[config.mk]
export PLATFORM = sky130hd
export DESIGN_NAME = gpio_irq_router
export DESIGN_NICKNAME = d
export VERILOG_FILES = /design/src/rtl/girq_pkg.sv /design/src/rtl/girq_regs.sv /design/src/rtl/girq_pin_sync.sv /design/src/rtl/girq_chan_trig.sv /design/src/rtl/gpio_irq_router.sv
export SDC_FILE = /design/constraint.sdc
export NUM_CORES = 1
export LEC_CHECK = 0
export ABC_AREA = 0
export BUFFER_PORTS_ARGS = -buffer_cell sky130_fd_sc_hd__buf_2
export CAP_MARGIN = 15
export CORE_ASPECT_RATIO = 1.4
export CORE_MARGIN = 1.5
export CORE_UTILIZATION = 30
export CTS_CLUSTER_DIAMETER = 30
export DETAILED_ROUTE_END_ITERATION = 16
export SETUP_SLACK_MARGIN = 0.5
export SLEW_MARGIN = 20
export SYNTH_ARGS = -nofsm -noshare
export SYNTH_HDL_FRONTEND = slang
export SYNTH_SLANG_ARGS = --single-unit
[constraint.sdc]
create_clock -name clk -period 2.8 [get_ports clk]
set_clock_uncertainty 0.05 [all_clocks]
set_input_delay 0.42 -clock clk [delete_from_list [all_inputs] [get_ports clk]]
set_output_delay 0.42 -clock clk [all_outputs]
set_load 0.01 [all_outputs]
[src/rtl/girq_pkg.sv]
package girq_pkg;

    // Default geometry of the router
    localparam int GIRQ_PINS   = 62;
    localparam int GIRQ_CH     = 8;
    localparam int GIRQ_SEL_W  = 7;
    localparam int GIRQ_DATA_W = 32;
    localparam int GIRQ_ADDR_W = 5;

    // Control word field positions (software decodes these)
    localparam int EN_BIT      = 31;
    localparam int BOTH_LSB    = 16;
    localparam int SINGLE_LSB  = 8;
    localparam int LOW_LSB     = 0;
    localparam int ODD_SEL_LSB = 16;

    // Register window layout
    localparam int CTRL_OFS    = 0;
    localparam int SEL_OFS     = 4;
    localparam int WORD_BYTES  = 4;

    typedef enum logic [2:0] {
        TRIG_LVL_HI = 3'd0,
        TRIG_LVL_LO = 3'd1,
        TRIG_RISE   = 3'd2,
        TRIG_FALL   = 3'd3,
        TRIG_ANY    = 3'd4
    } girq_trig_e;

    typedef struct packed {
        logic                  any_edge;
        logic                  one_edge;
        logic                  act_low;
        logic [GIRQ_SEL_W-1:0] src;
    } girq_cfg_t;

    // The any-edge bit outranks the other two mode bits
    function automatic girq_trig_e girq_decode(input logic any_edge,
                                               input logic one_edge,
                                               input logic act_low);
        if (any_edge)
            return TRIG_ANY;
        if (one_edge)
            return act_low ? TRIG_FALL : TRIG_RISE;
        return act_low ? TRIG_LVL_LO : TRIG_LVL_HI;
    endfunction

    function automatic logic girq_is_edge(input girq_trig_e kind);
        return (kind == TRIG_RISE) || (kind == TRIG_FALL) || (kind == TRIG_ANY);
    endfunction

endpackage

[src/rtl/girq_regs.sv]
module girq_regs
    import girq_pkg::*;
#(
    parameter int NUM_CH = GIRQ_CH,
    parameter int ADDR_W = GIRQ_ADDR_W,
    parameter int DATA_W = GIRQ_DATA_W
) (
    input  logic                          clk,
    input  logic                          rst,
    input  logic [ADDR_W-1:0]             addr_i,
    input  logic [DATA_W-1:0]             wdata_i,
    input  logic                          wen_i,
    input  logic [NUM_CH-1:0]             pend_i,
    output logic [DATA_W-1:0]             rdata_o,
    output logic                          glob_en_o,
    output girq_cfg_t [NUM_CH-1:0]        cfg_o,
    output logic [NUM_CH-1:0]             ack_o
);

    localparam int NUM_SEL = NUM_CH / 2;
    localparam int ACK_OFS = SEL_OFS + WORD_BYTES * NUM_SEL;

    logic                              en_q;
    logic [NUM_CH-1:0]                 both_q;
    logic [NUM_CH-1:0]                 single_q;
    logic [NUM_CH-1:0]                 low_q;
    logic [NUM_CH-1:0][GIRQ_SEL_W-1:0] src_q;

    // Bits of the write bus that no field takes
    logic unused_wdata;
    assign unused_wdata = ^wdata_i;

    always_ff @(posedge clk) begin
        if (rst) begin
            en_q     <= 1'b0;
            both_q   <= '0;
            single_q <= '0;
            low_q    <= '0;
            src_q    <= '0;
        end else if (wen_i) begin
            if (addr_i == ADDR_W'(CTRL_OFS)) begin
                en_q     <= wdata_i[EN_BIT];
                both_q   <= wdata_i[BOTH_LSB +: NUM_CH];
                single_q <= wdata_i[SINGLE_LSB +: NUM_CH];
                low_q    <= wdata_i[LOW_LSB +: NUM_CH];
            end
            for (int k = 0; k < NUM_SEL; k++) begin
                if (addr_i == ADDR_W'(SEL_OFS + WORD_BYTES * k)) begin
                    src_q[2*k]   <= wdata_i[0 +: GIRQ_SEL_W];
                    src_q[2*k+1] <= wdata_i[ODD_SEL_LSB +: GIRQ_SEL_W];
                end
            end
        end
    end

    // Write-one-to-clear strobe toward the pending flags
    assign ack_o = (wen_i && addr_i == ADDR_W'(ACK_OFS)) ? wdata_i[NUM_CH-1:0] : '0;

    always_comb begin
        rdata_o = '0;
        if (addr_i == ADDR_W'(CTRL_OFS)) begin
            rdata_o[EN_BIT]                = en_q;
            rdata_o[BOTH_LSB +: NUM_CH]    = both_q;
            rdata_o[SINGLE_LSB +: NUM_CH]  = single_q;
            rdata_o[LOW_LSB +: NUM_CH]     = low_q;
        end
        for (int k = 0; k < NUM_SEL; k++) begin
            if (addr_i == ADDR_W'(SEL_OFS + WORD_BYTES * k)) begin
                rdata_o[0 +: GIRQ_SEL_W]           = src_q[2*k];
                rdata_o[ODD_SEL_LSB +: GIRQ_SEL_W] = src_q[2*k+1];
            end
        end
        if (addr_i == ADDR_W'(ACK_OFS))
            rdata_o[0 +: NUM_CH] = pend_i;
    end

    assign glob_en_o = en_q;

    for (genvar c = 0; c < NUM_CH; c++) begin : g_cfg
        assign cfg_o[c] = {both_q[c], single_q[c], low_q[c], src_q[c]};
    end

endmodule

[src/rtl/girq_pin_sync.sv]
module girq_pin_sync
    import girq_pkg::*;
#(
    parameter int NUM_PINS = GIRQ_PINS,
    parameter int NUM_CH   = GIRQ_CH
) (
    input  logic                              clk,
    input  logic                              rst,
    input  logic [NUM_PINS-1:0]               pins_i,
    input  logic [NUM_CH-1:0][GIRQ_SEL_W-1:0] src_i,
    output logic [NUM_CH-1:0]                 now_o,
    output logic [NUM_CH-1:0]                 prev_o
);

    localparam int SPAN = 1 << GIRQ_SEL_W;
    localparam int PAD  = SPAN - NUM_PINS;

    logic [NUM_PINS-1:0] meta_q;
    logic [NUM_PINS-1:0] sync_q;
    logic [NUM_PINS-1:0] hist_q;
    logic [SPAN-1:0]     sync_pad;
    logic [SPAN-1:0]     hist_pad;

    always_ff @(posedge clk) begin
        if (rst) begin
            meta_q <= '0;
            sync_q <= '0;
            hist_q <= '0;
        end else begin
            meta_q <= pins_i;
            sync_q <= meta_q;
            hist_q <= sync_q;
        end
    end

    // Indices past the last pin land on zero padding
    if (PAD > 0) begin : g_pad
        assign sync_pad = {{PAD{1'b0}}, sync_q};
        assign hist_pad = {{PAD{1'b0}}, hist_q};
    end else begin : g_nopad
        assign sync_pad = sync_q[SPAN-1:0];
        assign hist_pad = hist_q[SPAN-1:0];
    end

    for (genvar c = 0; c < NUM_CH; c++) begin : g_sel
        assign now_o[c]  = sync_pad[src_i[c]];
        assign prev_o[c] = hist_pad[src_i[c]];
    end

endmodule

[src/rtl/girq_chan_trig.sv]
module girq_chan_trig
    import girq_pkg::*;
(
    input  logic clk,
    input  logic rst,
    input  logic any_edge_i,
    input  logic one_edge_i,
    input  logic act_low_i,
    input  logic glob_en_i,
    input  logic now_i,
    input  logic prev_i,
    input  logic ack_i,
    output logic irq_o,
    output logic pend_o,
    output logic hit_o,
    output logic edge_mode_o
);

    girq_trig_e kind;
    logic       pend_q;
    logic       pend_d;
    logic       level_val;

    assign kind        = girq_decode(any_edge_i, one_edge_i, act_low_i);
    assign edge_mode_o = girq_is_edge(kind);

    always_comb begin
        unique case (kind)
            TRIG_RISE: hit_o = now_i & ~prev_i;
            TRIG_FALL: hit_o = ~now_i & prev_i;
            TRIG_ANY:  hit_o = now_i ^ prev_i;
            default:   hit_o = 1'b0;
        endcase
    end

    // Edge beats acknowledge; level mode keeps nothing
    always_comb begin
        if (!edge_mode_o)
            pend_d = 1'b0;
        else if (hit_o && glob_en_i)
            pend_d = 1'b1;
        else if (ack_i)
            pend_d = 1'b0;
        else
            pend_d = pend_q;
    end

    always_ff @(posedge clk) begin
        if (rst)
            pend_q <= 1'b0;
        else
            pend_q <= pend_d;
    end

    assign level_val = (kind == TRIG_LVL_LO) ? ~now_i : now_i;
    assign pend_o    = pend_q;
    assign irq_o     = glob_en_i & (edge_mode_o ? pend_q : level_val);

endmodule

[src/rtl/gpio_irq_router.sv]
module gpio_irq_router
    import girq_pkg::*;
#(
    parameter int NUM_PINS = GIRQ_PINS,
    parameter int NUM_CH   = GIRQ_CH,
    parameter int ADDR_W   = GIRQ_ADDR_W,
    parameter int DATA_W   = GIRQ_DATA_W
) (
    input  logic                clk,
    input  logic                rst,
    input  logic [ADDR_W-1:0]   reg_addr,
    input  logic [DATA_W-1:0]   reg_wdata,
    input  logic                reg_wen,
    output logic [DATA_W-1:0]   reg_rdata,
    input  logic [NUM_PINS-1:0] pins_i,
    output logic [NUM_CH-1:0]   irq_o
);

    girq_cfg_t [NUM_CH-1:0]              cfg_v;
    logic [NUM_CH-1:0][GIRQ_SEL_W-1:0]   src_v;
    logic                                glob_en;
    logic [NUM_CH-1:0]                   ack_v;
    logic [NUM_CH-1:0]                   pend_v;
    logic [NUM_CH-1:0]                   hit_v;
    logic [NUM_CH-1:0]                   edge_mode_v;
    logic [NUM_CH-1:0]                   now_v;
    logic [NUM_CH-1:0]                   prev_v;

    girq_regs #(
        .NUM_CH (NUM_CH),
        .ADDR_W (ADDR_W),
        .DATA_W (DATA_W)
    ) u_regs (
        .clk       (clk),
        .rst       (rst),
        .addr_i    (reg_addr),
        .wdata_i   (reg_wdata),
        .wen_i     (reg_wen),
        .pend_i    (pend_v),
        .rdata_o   (reg_rdata),
        .glob_en_o (glob_en),
        .cfg_o     (cfg_v),
        .ack_o     (ack_v)
    );

    for (genvar c = 0; c < NUM_CH; c++) begin : g_src
        assign src_v[c] = cfg_v[c].src;
    end

    girq_pin_sync #(
        .NUM_PINS (NUM_PINS),
        .NUM_CH   (NUM_CH)
    ) u_sync (
        .clk    (clk),
        .rst    (rst),
        .pins_i (pins_i),
        .src_i  (src_v),
        .now_o  (now_v),
        .prev_o (prev_v)
    );

    for (genvar c = 0; c < NUM_CH; c++) begin : g_ch
        girq_chan_trig u_trig (
            .clk         (clk),
            .rst         (rst),
            .any_edge_i  (cfg_v[c].any_edge),
            .one_edge_i  (cfg_v[c].one_edge),
            .act_low_i   (cfg_v[c].act_low),
            .glob_en_i   (glob_en),
            .now_i       (now_v[c]),
            .prev_i      (prev_v[c]),
            .ack_i       (ack_v[c]),
            .irq_o       (irq_o[c]),
            .pend_o      (pend_v[c]),
            .hit_o       (hit_v[c]),
            .edge_mode_o (edge_mode_v[c])
        );
    end

endmodule

# Yosys cells after proc, flatten, opt, wreduce, memory -nomap -nowiden
# Cells that the tools add are included.
# Widths: inputs -> output; s select.
[totals]
input_bits = 102
latch_bits = 0
reg_bits = 275
ramBits = 0
wordCells = 327
mem_count = 0
rom_bits = 0
[classes]
magnitude_cmp = 8
div_mod_pow = 0
n_shift = 0
addsub = 0
multipliers = 0
n_eq_ne = 37
n_mux = 156
n_reduce_logical = 47
n_bitwise = 56
[op_table]
columns = ["cell", "n"]
rows = [
  ["$bmux 1 s7", 16],
  ["$mux 3", 32],
  ["$mux 1", 89],
  ["$lt 7x8->1 const B", 8],
  ["$mux 7", 8],
  ["$eq 3x2->1 const B", 16],
  ["$and 1x1->1", 24],
  ["$eq 3x1->1 const B", 8],
  ["$eq 3x3->1 const B", 8],
  ["$mux 24", 1],
  ["$not 1->1", 24],
  ["$pmux 1 s3", 8],
  ["$logic_or 1x1->1", 16],
  ["$mux 8", 2],
  ["$reduce_bool 2->1", 8],
  ["$reduce_or 2->1", 8],
  ["$eq 5x4->1 const B", 2],
  ["$eq 5x5->1 const B", 2],
  ["$reduce_and 2->1", 5],
  ["$logic_and 1x1->1", 9],
  ["$xor 1x1->1", 8],
  ["$eq 5x3->1 const B", 1],
  ["$logic_not 5->1", 1],
]

# Depth between registers and ports, before layout
[depth]
word_depth = 9
depth_mapped = 15
ltp_nobuf = 12

# Modules after synthesis
# Synthesis repeated with hierarchy kept, for this count alone.
[hier_totals]
hier_cells = 1810
hier_area_um2 = 18833.1
[by_module_without_submodules]
columns = ["module", "area_each_um2", "cells_per_inst", "n_inst"]
rows = [
  ["girq_pin_sync", 13805.7, 1161, 1],
  ["girq_regs", 3806.2, 505, 1],
  ["girq_chan_trig", 152.6, 18, 8],
]

# Worst setup path after synthesis
# OpenSTA, ideal clock, no wires.
[synth_path]
kind = "register to register"
from = "reg u_regs.src_q, in the netlist u_regs.cfg_o[10]"
to = "reg g_ch[1].u_trig.pend_q"
t_arrival_ns = 2.747
synth_period_minus_slack_ns = 2.928
slack_ns = -0.128
n_path_buf = 1
path_stages_with_launch = 13
cell_sequence = "dfxtp_1 buf_6 mux4_1 mux4_2 and2_1 a211oi_2 a211oi_1 ha_1 mux2_2 nand2_1 mux2i_1 a22oi_1 nor3_1"
[synth_via]
elab_chain_len = 7
word_cells_on_any_way = 13
classes_between = "mux (6); bitwise (5); reduce/logical (2)"
[synth_lines]
columns = ["element", "line", "text"]
rows = [
  ["start, declared", "girq_regs.sv:27", "logic [NUM_CH-1:0][GIRQ_SEL_W-1:0] src_q;"],
  ["start signal, assigned by index", "girq_regs.sv:49", "src_q[2*k] <= wdata_i[0 +: GIRQ_SEL_W];"],
  ["start signal, assigned by index", "girq_regs.sv:50", "src_q[2*k+1] <= wdata_i[ODD_SEL_LSB +: GIRQ_SEL_W];"],
  ["$bmux 1 s7, on equally long branches", "girq_pin_sync.sv:46, girq_pin_sync.sv:47", ""],
  ["$mux 1, on equally long branches", "girq_pin_sync.sv:46, girq_pin_sync.sv:47", ""],
  ["$not 1->1, on equally long branches", "girq_chan_trig.sv:30, girq_chan_trig.sv:29", ""],
  ["$and 1x1->1, on equally long branches", "girq_chan_trig.sv:30, girq_chan_trig.sv:29", ""],
  ["$pmux 1 s3 *", "girq_chan_trig.sv:28", "unique case (kind)"],
  ["$logic_and 1x1->1 *", "girq_chan_trig.sv:40", "else if (hit_o && glob_en_i)"],
  ["$mux 1 or $reduce_bool 2->1 (tied branches)", "-", ""],
  ["end signal, assigned", "girq_chan_trig.sv:52", "pend_q <= pend_d;"],
  ["end, declared", "girq_chan_trig.sv:20", "logic pend_q;"],
]
# Mark *: on every way between the ends. The rest lies on a longest branch, timed or not. The select of a mux whose other input is x is not followed.
# A chain may end at the register's enable or synchronous reset.

# Final worst setup path
[layout_path]
from = "reg u_regs.src_q, in the netlist u_regs.cfg_o[72]"
to = "out irq_o[7]"
[layout_via]
elab_chain_len = 6
[layout_lines]
columns = ["element", "line", "text"]
rows = [
  ["$bmux 1 s7 *", "girq_pin_sync.sv:46", "assign now_o[c] = sync_pad[src_i[c]];"],
  ["$mux 1 (not written as such) *", "girq_pin_sync.sv:46", ""],
  ["$not 1->1", "girq_chan_trig.sv:55", "assign level_val = (kind == TRIG_LVL_LO) ? ~now_i : now_i;"],
  ["$mux 1 *", "girq_chan_trig.sv:55", ""],
  ["$mux 1 *", "girq_chan_trig.sv:57", "assign irq_o = glob_en_i & (edge_mode_o ? pend_q : level_val);"],
  ["$and 1x1->1 *", "girq_chan_trig.sv:57", ""],
  ["end, declared", "gpio_irq_router.sv:16", "output logic [NUM_CH-1:0] irq_o"],
]
# Marks and branches as above.

==> flow_summary.yaml <==
route:
  dr_total_vias: 18148
  drt_iter0_markers: 1876
  drtPass1Iterations: 6
  drc: 0
  wirelength_um: 84900
  antenna_left: 0
  via_per_inst: 5.74
  wl_per_cell_um: 26.8
clock_network:
  cts_tree: "built"
  cts_root_buf: "clkbuf_16"
  cts_sinks: 275
  clk_latency_ps: 620
  cts_htree_levels: 2
  clockBufferDepth: 3
  clkTransAtPathRegs_ps: 50
  cts_buffers: 57
logic_synthesis:
  yosysSeqAreaShare_pct: 29.7
  ys_ff_latch: 275
  ys_warn_count: 0
  syn_inst: 1763
  synth-edff-count: 0
  synth_top_area_share_pct: 29.7
  synth.distinct_cells: 63
  syn_area_mm2: 0.0185
  synth_ff_type: "dfxtp_1"
  synthTopCellsByArea: "dfxtp_1 30%, mux4_2 26%, nor2b_1 7.3%, mux2_2 3.7%, nand2_1 3.6%"
  synth_area_leader_cell: "dfxtp_1"
  synth_area_per_cell_um2: 10.5
  synthArstFlopShare_pct: 0
finish:
  postLayoutCellArea_mm2: 0.0276
  layout_commonest_cell: "buf_4"
  final_layout_size_suffix_gt1_share_pct: 49.1
  n_antenna_cell: 0
  layout.nets: 2417
  final_cell_mix: "313 x buf_4, 243 x dfxtp_1, 220 x mux4_2, 207 x nor2b_1, 170 x nand2_1"
  fillers: 5574
  syn_to_final_growth_pct: 48.8
critical_path:
  crit_type: "reg -> out"
  slowest_delay_ps: 500
  cp.buffers_inverters: 6
  crit_required_ps: 2330
  cp_slowest_cell: "or4_4"
  crit_top_cell: "buf_6"
  end_kind: "output pin"
  path_delay_family: "buffers and inverters"
  arrival_ps: 3140
  cp_cell_sequence: "buf_12, nor2b_4, buf_6, a222oi_1, a221oi_2, buf_4, a211oi_2, buf_4, or4_4, a31oi_4, buf_6, buf_6"
  cp_max_fo: 5
  crit_path_start_kind: "flop"
status:
  status: "complete, but fails checks"
  violations: "setup timing"
timing:
  setup_tns_ps: -9250
  rsz0062_at_grt: "yes"
  fmax_mhz: 277
  period_share_pct: 129
  setup_violations: 16
  hold_viol_final: 0
  tightest_slew_ps: 690
  slew_viol_final: 0
  fin_hold_ws_ps: 10.3
  slew_headroom_pct: 53.9
  layout_setup_ws_ps: -808
  finalCriticalPeriod_ps: 3610
die:
  pin_count: 142
  die_w_um: 213
  coreArea_mm2: 0.0609
  dieArea_mm2: 0.0633
  rows: 107
  die_y_um: 297
  start_util_pct: 30.4
grt:
  overflow: 0
  grt_pass1_vias: 18132
  grt_max_degree: 113
  grt_pass1_wl_um: 123000
  grtUsageTotal_pct: 26.5
  antenna_found_initial: 0
power_and_ir_drop:
  power_leakage_nw: 10.3
  max-vdd-ir-drop_mv: 0.414
  powerDensity_mw_per_mm2: 445
  p_total_w: 0.0123
place:
  postPlaceCellArea_mm2: 0.0227
  io_buffers: 127
  place_congestion: 0.976
  dp_hpwl_um: 60200
  dp_slack_ps: -720
hold_path:
  hold_path_class: "in -> reg"
run:
  maxCapViolCount: 0
[Yosys cell counts (17+ instances only)]
library cell / n
nand3_1: 72
clkbuf_1: 78
buf_4: 33
nor3_1: 17
mux2i_1: 56
mux4_2: 218
nand2_1: 176
a211oi_1: 31
inv_1: 23
nor2_1: 52
a222oi_1: 20
a21oi_1: 105
a22oi_1: 38
dfxtp_1: 275
buf_2: 44
nor2b_1: 215
mux2_2: 61
and2_1: 21
mux2_1: 26
a31oi_1: 21
[worst reg2reg max path, cell delays in order, from the launching register on]
cell and delay, ps:
dfxtp_4 430, buf_12 150, buf_6 100, buf_8 110
mux4_2 540, mux4_2 500, and2_4 170, a211oi_2 170
buf_4 170, a211oi_2 40, ha_2 180, mux2_4 260
nand2_2 60, mux2i_1 60, a22oi_1 170, nor3_1 60
[metal layers]
metal / global-route usage, % / part of all wire, % / vias to the layer above / wire length, um
li1: - / - / 7738 / -
met1: 30.8 / 36 / 8856 / 30200
met2: 41.6 / 45 / 1203 / 38300
met3: 4.89 / 8.7 / 351 / 7370
met4: 22.6 / 11 / 0 / 9040
met5: 0 / 0 / - / 0
[where the power goes]
group / internal, W / switching, W / total (W)
combinational: 0.000623 / 0.000519 / 0.00114
sequential: 0.00403 / 0.000169 / 0.00420
clock: 0.00446 / 0.00246 / 0.00692
total: 0.00912 / 0.00314 / 0.0123
[cells by family (layout without fill, tap and decap cells)]
| group | Yosys count | in the layout | share of synthesized area, % |
|---|---|---|---|
| AOI/OAI and AO/OA | 297 | 297 | 11.1 |
| adders and majority gates | 16 | 16 | 1.08 |
| buffers and inverters | 205 | 783 | 5.91 |
| DFF | 275 | 275 | 29.7 |
| muxes | 364 | 364 | 35.2 |
| other | 1 | 7 | 0.0202 |
| and+or+nand+nor | 605 | 605 | 16.9 |
[final timing paths]
| check | slack [ps] | from | cells after the start | endpoint |
|---|---|---|---|---|
| setup / recovery | -810 | u_regs.cfg_o[72] | 12 | irq_o[7] |
| hold / removal | 10 | reg_wdata[15] | 3 | u_regs.single_q[7] |
| setup reg to reg | -580 | u_regs.cfg_o[0] | 15 | g_ch[0].u_trig.pend_o |
| hold reg to reg | 380 | u_sync.meta_q[46] | 1 | u_sync.sync_q[46] |
[repair_timing]
| item | 4_1_cts | 5_1_grt |
|---|---|---|
| setup buffers | 80 | 14 |
| pin swaps | 73 | 61 |
| endpoints found under the setup margin | 30 | 30 |
| cloned | 7 | 2 |
| gates resized for setup | 203 | 72 |
| hold buffers | 64 | 0 |
| hold endpoints to repair | 64 | 0 |
[metrics by stage]
stage          util, %  cells
2_1_floorplan        -   1769
3_3_place_gp      37.2   2890
3_5_place_dp      37.2   2890
4_1_cts           44.4   3148
5_1_grt           45.3   3164
6_report          45.3   3164
[state kept, by name (all words and copies together), names as in the netlist]
signal              count
u_regs.low_q            8
u_regs.cfg_o           56
u_regs.both_q           8
u_sync.hist_q          62
u_sync.sync_q          62
u_sync.meta_q          62
u_regs.glob_en_o        1
u_regs.single_q         8
g_ch.u_trig.pend_o      8
[cell type report]
cell class | count | area (um^2) | share of cell area, %
inverter | 28 | 105 | 0.381
clock inverter | 39 | 424 | 1.54
clock buffer | 68 | 1580 | 5.74
timing repair buffer | 648 | 6120 | 22.2
sequential | 275 | 5580 | 20.2
tap | 817 | 1020 | 3.71
multi-input combinational | 1289 | 12700 | 46.2
No activity file was read; power rests on OpenSTA's default activity.
